## config.mk

```make
export PLATFORM = sky130hd
export DESIGN_NAME = irq_cmd_port
export DESIGN_NICKNAME = d
export VERILOG_FILES = /design/src/rtl/irq_cmd_pkg.sv /design/src/rtl/irq_cmd_decode.sv /design/src/rtl/irq_edge_latch.sv /design/src/rtl/irq_prio_resolve.sv /design/src/rtl/irq_cmd_port.sv
export SDC_FILE = /design/constraint.sdc
export NUM_CORES = 1
export LEC_CHECK = 0
export BUFFER_PORTS_ARGS = -buffer_cell sky130_fd_sc_hd__buf_2
export CORE_AREA = 4 4 69 71
export DETAILED_ROUTE_END_ITERATION = 6
export DIE_AREA = 0 0 73 75
export HOLD_SLACK_MARGIN = 0.02
export PLACE_DENSITY = 0.78
export SLEW_MARGIN = 10
export SYNTH_ARGS = -nofsm -noshare
export SYNTH_HDL_FRONTEND = slang
export SYNTH_SLANG_ARGS = --single-unit
```

## constraint.sdc

```tcl
create_clock -name clk -period 2.4 [get_ports clk]
set_input_delay 0.12 -clock clk [delete_from_list [all_inputs] [get_ports clk]]
set_output_delay 0.12 -clock clk [all_outputs]
set_load 0.005 [all_outputs]
```

## src/rtl/irq_cmd_pkg.sv

```systemverilog
`timescale 1ns/1ps
package irq_cmd_pkg;

   localparam int BYTE_W = 8;
   localparam int LVL_FIELD_W = 3;

   typedef struct packed {
      logic                   init;
      logic                   op_word;
      logic                   eoi_spec;
      logic                   eoi_any;
      logic                   smm_en;
      logic                   smm_val;
      logic                   poll;
      logic                   sel_load;
      logic                   sel_isr;
      logic [LVL_FIELD_W-1:0] lvl;
   } cmd_t;

endpackage

```

## src/rtl/irq_cmd_decode.sv

```systemverilog
`timescale 1ns/1ps
module irq_cmd_decode
   import irq_cmd_pkg::*;
(
   input  logic              valid,
   input  logic [BYTE_W-1:0] data,
   output cmd_t              cmd
);
   logic is_op, is_eoi;

   always_comb begin
      is_op  = valid && !data[7] && (data[4:3] == 2'b01);
      is_eoi = valid && (data[4:3] == 2'b00);
      cmd          = '0;
      cmd.init     = valid && data[4];
      cmd.op_word  = is_op;
      cmd.eoi_spec = is_eoi && (data[7:5] == 3'b011);
      cmd.eoi_any  = is_eoi && (data[7:5] == 3'b001);
      cmd.smm_en   = is_op && data[5];
      cmd.smm_val  = data[6];
      cmd.poll     = is_op && data[2];
      cmd.sel_load = is_op && data[1];
      cmd.sel_isr  = data[0];
      cmd.lvl      = data[2:0];
   end
endmodule

```

## src/rtl/irq_edge_latch.sv

```systemverilog
`timescale 1ns/1ps
module irq_edge_latch #(
   parameter int N_LINES = 8
) (
   input  logic               clk,
   input  logic               rst_n,
   input  logic [N_LINES-1:0] irq_in,
   input  logic [N_LINES-1:0] clr_vec,
   input  logic               clr_all,
   output logic [N_LINES-1:0] irr
);
   logic [N_LINES-1:0] prev_q;

   always_ff @(posedge clk) begin
      if (!rst_n) begin
         prev_q <= '0;
         irr    <= '0;
      end else begin
         prev_q <= irq_in;
         if (clr_all) irr <= '0;
         else         irr <= (irr & ~clr_vec) | (irq_in & ~prev_q);
      end
   end
endmodule

```

## src/rtl/irq_prio_resolve.sv

```systemverilog
`timescale 1ns/1ps
module irq_prio_resolve #(
   parameter int N_LINES = 8,
   localparam int LVL_W = (N_LINES > 1) ? $clog2(N_LINES) : 1
) (
   input  logic [N_LINES-1:0] irr,
   input  logic [N_LINES-1:0] isr,
   input  logic [N_LINES-1:0] mask,
   input  logic               special,
   output logic               any,
   output logic [LVL_W-1:0]   win_lvl,
   output logic [N_LINES-1:0] win_vec
);
   logic [N_LINES-1:0] held_normal;
   logic [N_LINES-1:0] held;
   logic [N_LINES-1:0] eligible;

   for (genvar i = 0; i < N_LINES; i++) begin : g_hold
      assign held_normal[i] = |isr[i:0];
   end

   assign held     = special ? (isr & mask) : held_normal;
   assign eligible = irr & ~mask & ~held;
   assign any      = |eligible;

   always_comb begin
      win_lvl = '0;
      win_vec = '0;
      for (int i = N_LINES - 1; i >= 0; i--) begin
         if (eligible[i]) begin
            win_lvl = LVL_W'(i);
            win_vec = N_LINES'(1) << i;
         end
      end
   end
endmodule

```

## src/rtl/irq_cmd_port.sv

```systemverilog
`timescale 1ns/1ps
module irq_cmd_port
   import irq_cmd_pkg::*;
#(
   parameter int N_LINES = 8
) (
   input  logic               clk,
   input  logic               rst_n,
   input  logic               bus_addr,
   input  logic               bus_wr,
   input  logic               bus_rd,
   input  logic [7:0]         bus_wdata,
   output logic [7:0]         bus_rdata,
   input  logic [N_LINES-1:0] irq_in,
   output logic               int_req
);
   localparam int LVL_W = (N_LINES > 1) ? $clog2(N_LINES) : 1;
   localparam int PAD_W = BYTE_W - N_LINES;

   if (N_LINES < 2 || N_LINES > (1 << LVL_FIELD_W)) begin : g_bad_lines
      $error("irq_cmd_port: N_LINES must be between 2 and 8");
   end

   cmd_t               cmd;
   logic [N_LINES-1:0] irr, isr_q, mask_q, win_vec, irr_clr, isr_lowest;
   logic [LVL_W-1:0]   win_lvl;
   logic               any, poll_armed, sel_isr, smm_on, poll_hit;

   irq_cmd_decode u_dec (
      .valid (bus_wr && !bus_addr),
      .data  (bus_wdata),
      .cmd   (cmd)
   );

   irq_edge_latch #(.N_LINES(N_LINES)) u_irr (
      .clk     (clk),
      .rst_n   (rst_n),
      .irq_in  (irq_in),
      .clr_vec (irr_clr),
      .clr_all (cmd.init),
      .irr     (irr)
   );

   irq_prio_resolve #(.N_LINES(N_LINES)) u_prio (
      .irr     (irr),
      .isr     (isr_q),
      .mask    (mask_q),
      .special (smm_on),
      .any     (any),
      .win_lvl (win_lvl),
      .win_vec (win_vec)
   );

   assign poll_hit = bus_rd && poll_armed;
   assign irr_clr  = (poll_hit && any) ? win_vec : '0;
   assign int_req  = any;

   always_comb begin
      isr_lowest = '0;
      for (int i = N_LINES - 1; i >= 0; i--)
         if (isr_q[i]) isr_lowest = N_LINES'(1) << i;
   end

   always_comb begin
      if (poll_hit)
         bus_rdata = any ? {1'b1, {(BYTE_W-1-LVL_FIELD_W){1'b0}}, LVL_FIELD_W'(win_lvl)} : '0;
      else if (!bus_addr)
         bus_rdata = {{PAD_W{1'b0}}, (sel_isr ? isr_q : irr)};
      else
         bus_rdata = {{PAD_W{1'b0}}, mask_q};
   end

   always_ff @(posedge clk) begin
      if (!rst_n || cmd.init) begin
         isr_q      <= '0;
         mask_q     <= '0;
         poll_armed <= 1'b0;
         sel_isr    <= 1'b0;
         smm_on     <= 1'b0;
      end else begin
         if (cmd.smm_en)   smm_on  <= cmd.smm_val;
         if (cmd.sel_load) sel_isr <= cmd.sel_isr;
         if (cmd.poll)     poll_armed <= 1'b1;
         else if (poll_hit) poll_armed <= 1'b0;
         if (bus_wr && bus_addr) mask_q <= bus_wdata[N_LINES-1:0];
         if (poll_hit && any) isr_q <= isr_q | win_vec;
         else if (cmd.eoi_any) isr_q <= isr_q & ~isr_lowest;
         else if (cmd.eoi_spec) begin
            for (int i = 0; i < N_LINES; i++)
               if (cmd.lvl == LVL_FIELD_W'(i)) isr_q[i] <= 1'b0;
         end
      end
   end
endmodule

```

* Word level (Yosys, flattened, before mapping)
Index checks and enable logic that the tools add are counted.
Storage, ports and cells: word-level logic and storage cells 127, input port bits 21, register bits 35
Cells by class: reduce and logical (&&, ||, !) cells 46, muxes and demuxes 43, bitwise operators 14, eq/ne operators 10
Operators with widths (number):
- two-way mux 8 bit | 25
- bitwise AND 8 bit | 6
- NOT 8 bit | 5
- nonzero test 3 bit | 9
- two-way mux 3 bit | 8
- OR 8 bit | 2
- AND reduction 2 bit | 8
- OR reduction 8 bit | 2
- logical AND 1 bit | 13
- equality test 3 bit, second input constant | 4
- two-way mux 1 bit | 10
- equality test 3 x 2 -> 1 bit, second input constant | 3
- OR reduction 7 bit | 1
- equality test 3 x 1 -> 1 bit, second input constant | 2
- OR reduction 6 bit | 1
- OR reduction 5 bit | 1
- OR reduction 2 bit | 2
- OR reduction 4 bit | 1
- zero test 1 bit | 3
- zero test 3 bit | 1
- OR reduction 3 bit | 1
- equality test 2 x 1 -> 1 bit, second input constant | 1
- zero test 2 bit | 1
- nonzero test 2 bit | 1
- other kinds (2) | 2

* Logic depth before layout (Yosys ltp)
word-level depth 16, depth in mapped cells 6, mapped depth without buffers 5

* Modules after synthesis
From an unflattened synthesis, not the netlist that was laid out.
Second synthesis, totals: cells, all modules 268, area, all modules 2125.8 um^2
By module, submodules not included:
- irq_cmd_port | seq. area each 380.4 um^2, area each 1127.3 um^2, cells each 156, instances 1
- irq_edge_latch | seq. area each 320.3 um^2, area each 558.0 um^2, cells each 50, instances 1
- irq_prio_resolve | seq. area each 0.0 um^2, area each 325.3 um^2, cells each 48, instances 1
- irq_cmd_decode | seq. area each 0.0 um^2, area each 115.1 um^2, cells each 14, instances 1

* Worst setup path before layout
Ideal clock, no wire load.
path type register to register, start point reg isr_q[0], end point reg u_irr.irr[7], path buffers 1, setup slack 409 ps, cell stages (with the launch flop) 7, library setup time 115 ps, required time 2285 ps, arrival 1876 ps, cells stage by stage dfxtp_1 > buf_6 > or4_4 > o41a_4 > nor4_4 > a21oi_1 > o21ba_2
Between the ends: word-level cells in the longest chain between the ends 16
Ends and longest elaborated chain:
- from (decl) | line irq_cmd_port.sv:25 | logic [N_LINES-1:0] irr, isr_q, mask_q, win_vec, irr_clr, isr_lowest;
- from (signal assigned) | line irq_cmd_port.sv:86 | if (poll_hit && any) isr_q <= isr_q | win_vec;
- from (signal assigned) | line irq_cmd_port.sv:87 | else if (cmd.eoi_any) isr_q <= isr_q & ~isr_lowest;
- OR reduction 8 bit | line irq_prio_resolve.sv:19 | assign held_normal[i] = |isr[i:0];
- two-way mux 8 bit * | line irq_prio_resolve.sv:22 | assign held = special ? (isr & mask) : held_normal;
- NOT 8 bit * | line irq_prio_resolve.sv:23 | assign eligible = irr & ~mask & ~held;
- bitwise AND 8 bit * | line irq_prio_resolve.sv:23
- two-way mux 8 bit (8 in series) | line irq_prio_resolve.sv:30 | if (eligible[i]) begin
- two-way mux 8 bit * | line irq_cmd_port.sv:55 | assign irr_clr = (poll_hit && any) ? win_vec : '0;
- NOT 8 bit * | line irq_edge_latch.sv:21 | else irr <= (irr & ~clr_vec) | (irq_in & ~prev_q);
- bitwise AND 8 bit * | line irq_edge_latch.sv:21
- OR 8 bit * | line irq_edge_latch.sv:21
- to (signal assigned) | line irq_edge_latch.sv:21
- to (decl) | line irq_edge_latch.sv:10 | output logic [N_LINES-1:0] irr
Every way passes the cells marked *; elsewhere a longest branch is shown, timed or not. A chain may end at the register's enable or synchronous reset.

* Final worst setup path
start point reg isr_q[0], end point out bus_rdata[0]
Between the ends: word-level cells in the longest chain between the ends 14
Ends and longest elaborated chain:
- OR reduction 8 bit | line irq_prio_resolve.sv:19
- two-way mux 8 bit | line irq_prio_resolve.sv:22
- NOT 8 bit | line irq_prio_resolve.sv:23
- bitwise AND 8 bit | line irq_prio_resolve.sv:23
- two-way mux 3 bit (8 in series) | line irq_prio_resolve.sv:30
- two-way mux 8 bit | line irq_cmd_port.sv:66 | bus_rdata = any ? {1'b1, {(BYTE_W-1-LVL_FIELD_W){1'b0}}, LVL_FIELD_W'(win_lvl)} : '0;
- two-way mux 8 bit * | line irq_cmd_port.sv:65 | if (poll_hit)
- to (decl) | line irq_cmd_port.sv:13 | output logic [7:0] bus_rdata,
Marked as above.

==> results.cfg <==
[outcome]
status = finished, final reports clean

[final_layout]
drive_gt1_frac = 0.224
final_util = 0.568
nNetsFinal = 310
synthToLayoutAreaGrowth_pct = 17.9
diodes = 0
fillerInstances = 367
seq_area_um2 = 702
multiInputGateArea_um2 = 1270

[floorplanning]
die_w_um = 73
die-area_um2 = 5480
fp-row-count = 24
die_h_um = 75
io_pins = 30
initial_core_util = 0.482
core_area_um2 = 4230

[sta]
relSlewSlack = 0.633
fmax_mhz = 434
drv_slew = 0
fin_ws_ns = 0.0952
fin_crit_sh = 0.960
holdWs_ns = 0.0394
tns_ns = 0
period_minus_slack_ns = 2.30
rsz0062_at_grt = false
skew_ns = 0.00628
finalHoldViolations = 0
tightest_slew_ns = 0.550
setup_viol = 0

[detailed_routing]
routed-via-count = 2026
drc = 0
drt-vias-per-instance = 5.92
drtIter0Drc = 165
totalWireLength_um = 5420
wl_per_cell_um = 15.8
first_pass_iters = 5
ant_nets = 0

[logic_synthesis]
ys_ff_latch = 35
ys.flop_type = dfxtp_1
synth_area_um2 = 2040
yosysTopAreaCellShare = 0.343
synthCells = 256
ys_seq_area_frac = 0.343
yosys-top-cells-count = dfxtp_1 (35), a21oi_1 (32), nand2_1 (25)
synth.net_count = 277
async_flop_share = 0
synthTopCellsByArea = dfxtp_1 (34%), a21oi_1 (7.8%), nand2b_1 (5.2%)
syn_area_per_cell_um2 = 7.97
synth_edf_count = 0
synth.most_common_cell = dfxtp_1
synth.distinct_cells = 47
yosysWarningCount = 0
post-synth-top-area-cell = dfxtp_1

[grt]
grt_use_total = 0.214
grt_pass1_vias = 1899
grt_max_degree = 28
grt_pass1_wl_um = 8990
antenna_found_initial = 0
gr-total-overflow = 0

[worst_setup_path]
critPathArrivalTime_ns = 2.18
critical_path_required_ns = 2.28
crit_chain = or3_1 > o221ai_2 > a21o_1 > a22oi_1 > o311ai_2 > buf_2
r2r-start = isr_q[0]
worstSetupEndpointType = output port
cp-start-kind = flop
path_max_fanout = 10
critical-path-slowest-cell = or3_1
cpPeakStageDelay_ns = 0.44
reg2reg_slack_ns = 0.36
r2r-end = u_irr.irr[7]
crit_type = flop to output port
reg2reg_depth = 5

[worst_hold_path]
min_path_type = input port to flop
min_to = u_irr.prev_q[1]
hold_depth = 2
hold_path_startpoint = irq_in[1]

[power_and_ir_drop]
vdd_drop_max_mv = 0.458
powerDensity_nw_per_um2 = 581
p_leak_nw = 0.928
finalPower_mw = 1.40

[clock_tree]
htreeDepth = 2
cts_tree = built
cts-root-buf = clkbuf_8
clock-sinks = 35
cts_made_buffers = 5
clk_pin_slew_worst_paths_ns = 0.07
clockBufferDepth = 2
clk_latency_ns = 0.29

[placement]
place_ws_ns = 0.236
io_buffers = 29
gp_congestion = 0.987
hpwl_um = 4020

[run]
cap_violations = 0
## worst max-delay path by stage
stage / startpoint / endpoint / slack, ns / cells after the start
4_1_cts: isr_q[0] / bus_rdata[0] / 0.04 / 6
5_1_grt: isr_q[0] / bus_rdata[0] / 0.02 / 6
6_report: isr_q[0] / bus_rdata[0] / 0.1 / 6
3_3_place_gp: isr_q[0] / bus_rdata[0] / 0.25 / 6
3_5_place_dp: isr_q[0] / bus_rdata[0] / 0.24 / 6
2_1_floorplan: isr_q[0] / u_irr.irr[7] / 0.41 / 6
## layout make-up
class                      instances  share of cell area
clock buffer                       6              0.0343
clock inverter                     2              0.0146
inverter                           5             0.00780
multi-input combinational        202               0.530
sequential                        35               0.292
tap                               52              0.0270
timing repair buffer              40              0.0946
## per-layer routing
layer / track usage / vias to the layer above / routed length (um)
met3: 0.0521 / 19 / 464
met5: 0 / - / 0
met2: 0.326 / 94 / 2470
li1: - / 991 / -
met4: 0.0881 / 0 / 125
met1: 0.291 / 922 / 2360
## stage by stage
step	area (um^2)	std cells
6_report	2410	342
5_1_grt	2410	342
4_1_cts	2380	340
3_5_place_dp	2260	332
3_3_place_gp	2260	332
2_1_floorplan	2040	256
## report_power, final
| part | internal (mW) | leakage, nW | total, mW | switching, mW |
|---|---|---|---|---|
| registers | 0.605 | 0.288 | 0.620 | 0.0152 |
| logic | 0.100 | 0.579 | 0.233 | 0.133 |
| clock network | 0.336 | 0.0612 | 0.545 | 0.209 |
## layout by cell type, fill, tap and decap left out, types with 2 or more instances in the layout
cell and instances:
a31oi_1 3, nor2_1 22, o21ai_0 8, and2_1 10, o31ai_1 2, buf_2 29
a21o_1 5, o21a_1 2, nand2_1 25, a221oi_1 4, nor3_1 3, buf_4 11
or3_1 3, o21ba_2 2, a21bo_2 3, nor2b_1 9, a211oi_1 4, dfxtp_1 34
clkbuf_8 6, nand3b_1 3, inv_1 5, o22ai_1 4, nand3_1 9, nor4_4 2
mux2i_1 9, nand2b_1 17, a21oi_1 32
## timing repair
action / CTS / global route
hold buffers: 0 / 0
buffers inserted: 0 / 2
endpoints found under the setup margin: 1 / 2
pin swaps: 0 / 1
resized for setup: 2 / 2
## critical path, delay by kind of cell, from the launching register on
kind | cells | cell delay (ns)
flip-flops | 1 | 0.37
AO/OA/AOI/OAI | 4 | 0.92
buffers and inverters | 1 | 0.18
AND/OR/NAND/NOR | 1 | 0.44
## cells by family (layout without fill, tap and decap cells)
group | Yosys count | after routing | share of synthesized area
compound gates | 84 | 84 | 0.281
simple gates | 109 | 109 | 0.292
buf+inv | 19 | 53 | 0.0386
mux | 9 | 9 | 0.0441
flops | 35 | 35 | 0.343
## state kept, by name, summed over array words and instances, names as in the netlist
register      flops
poll_armed        1
sel_isr           1
isr_q             8
u_irr.prev_q      8
u_irr.irr         8
smm_on            1
mask_q            8
Note: power is estimated with default switching activity, not from simulation.
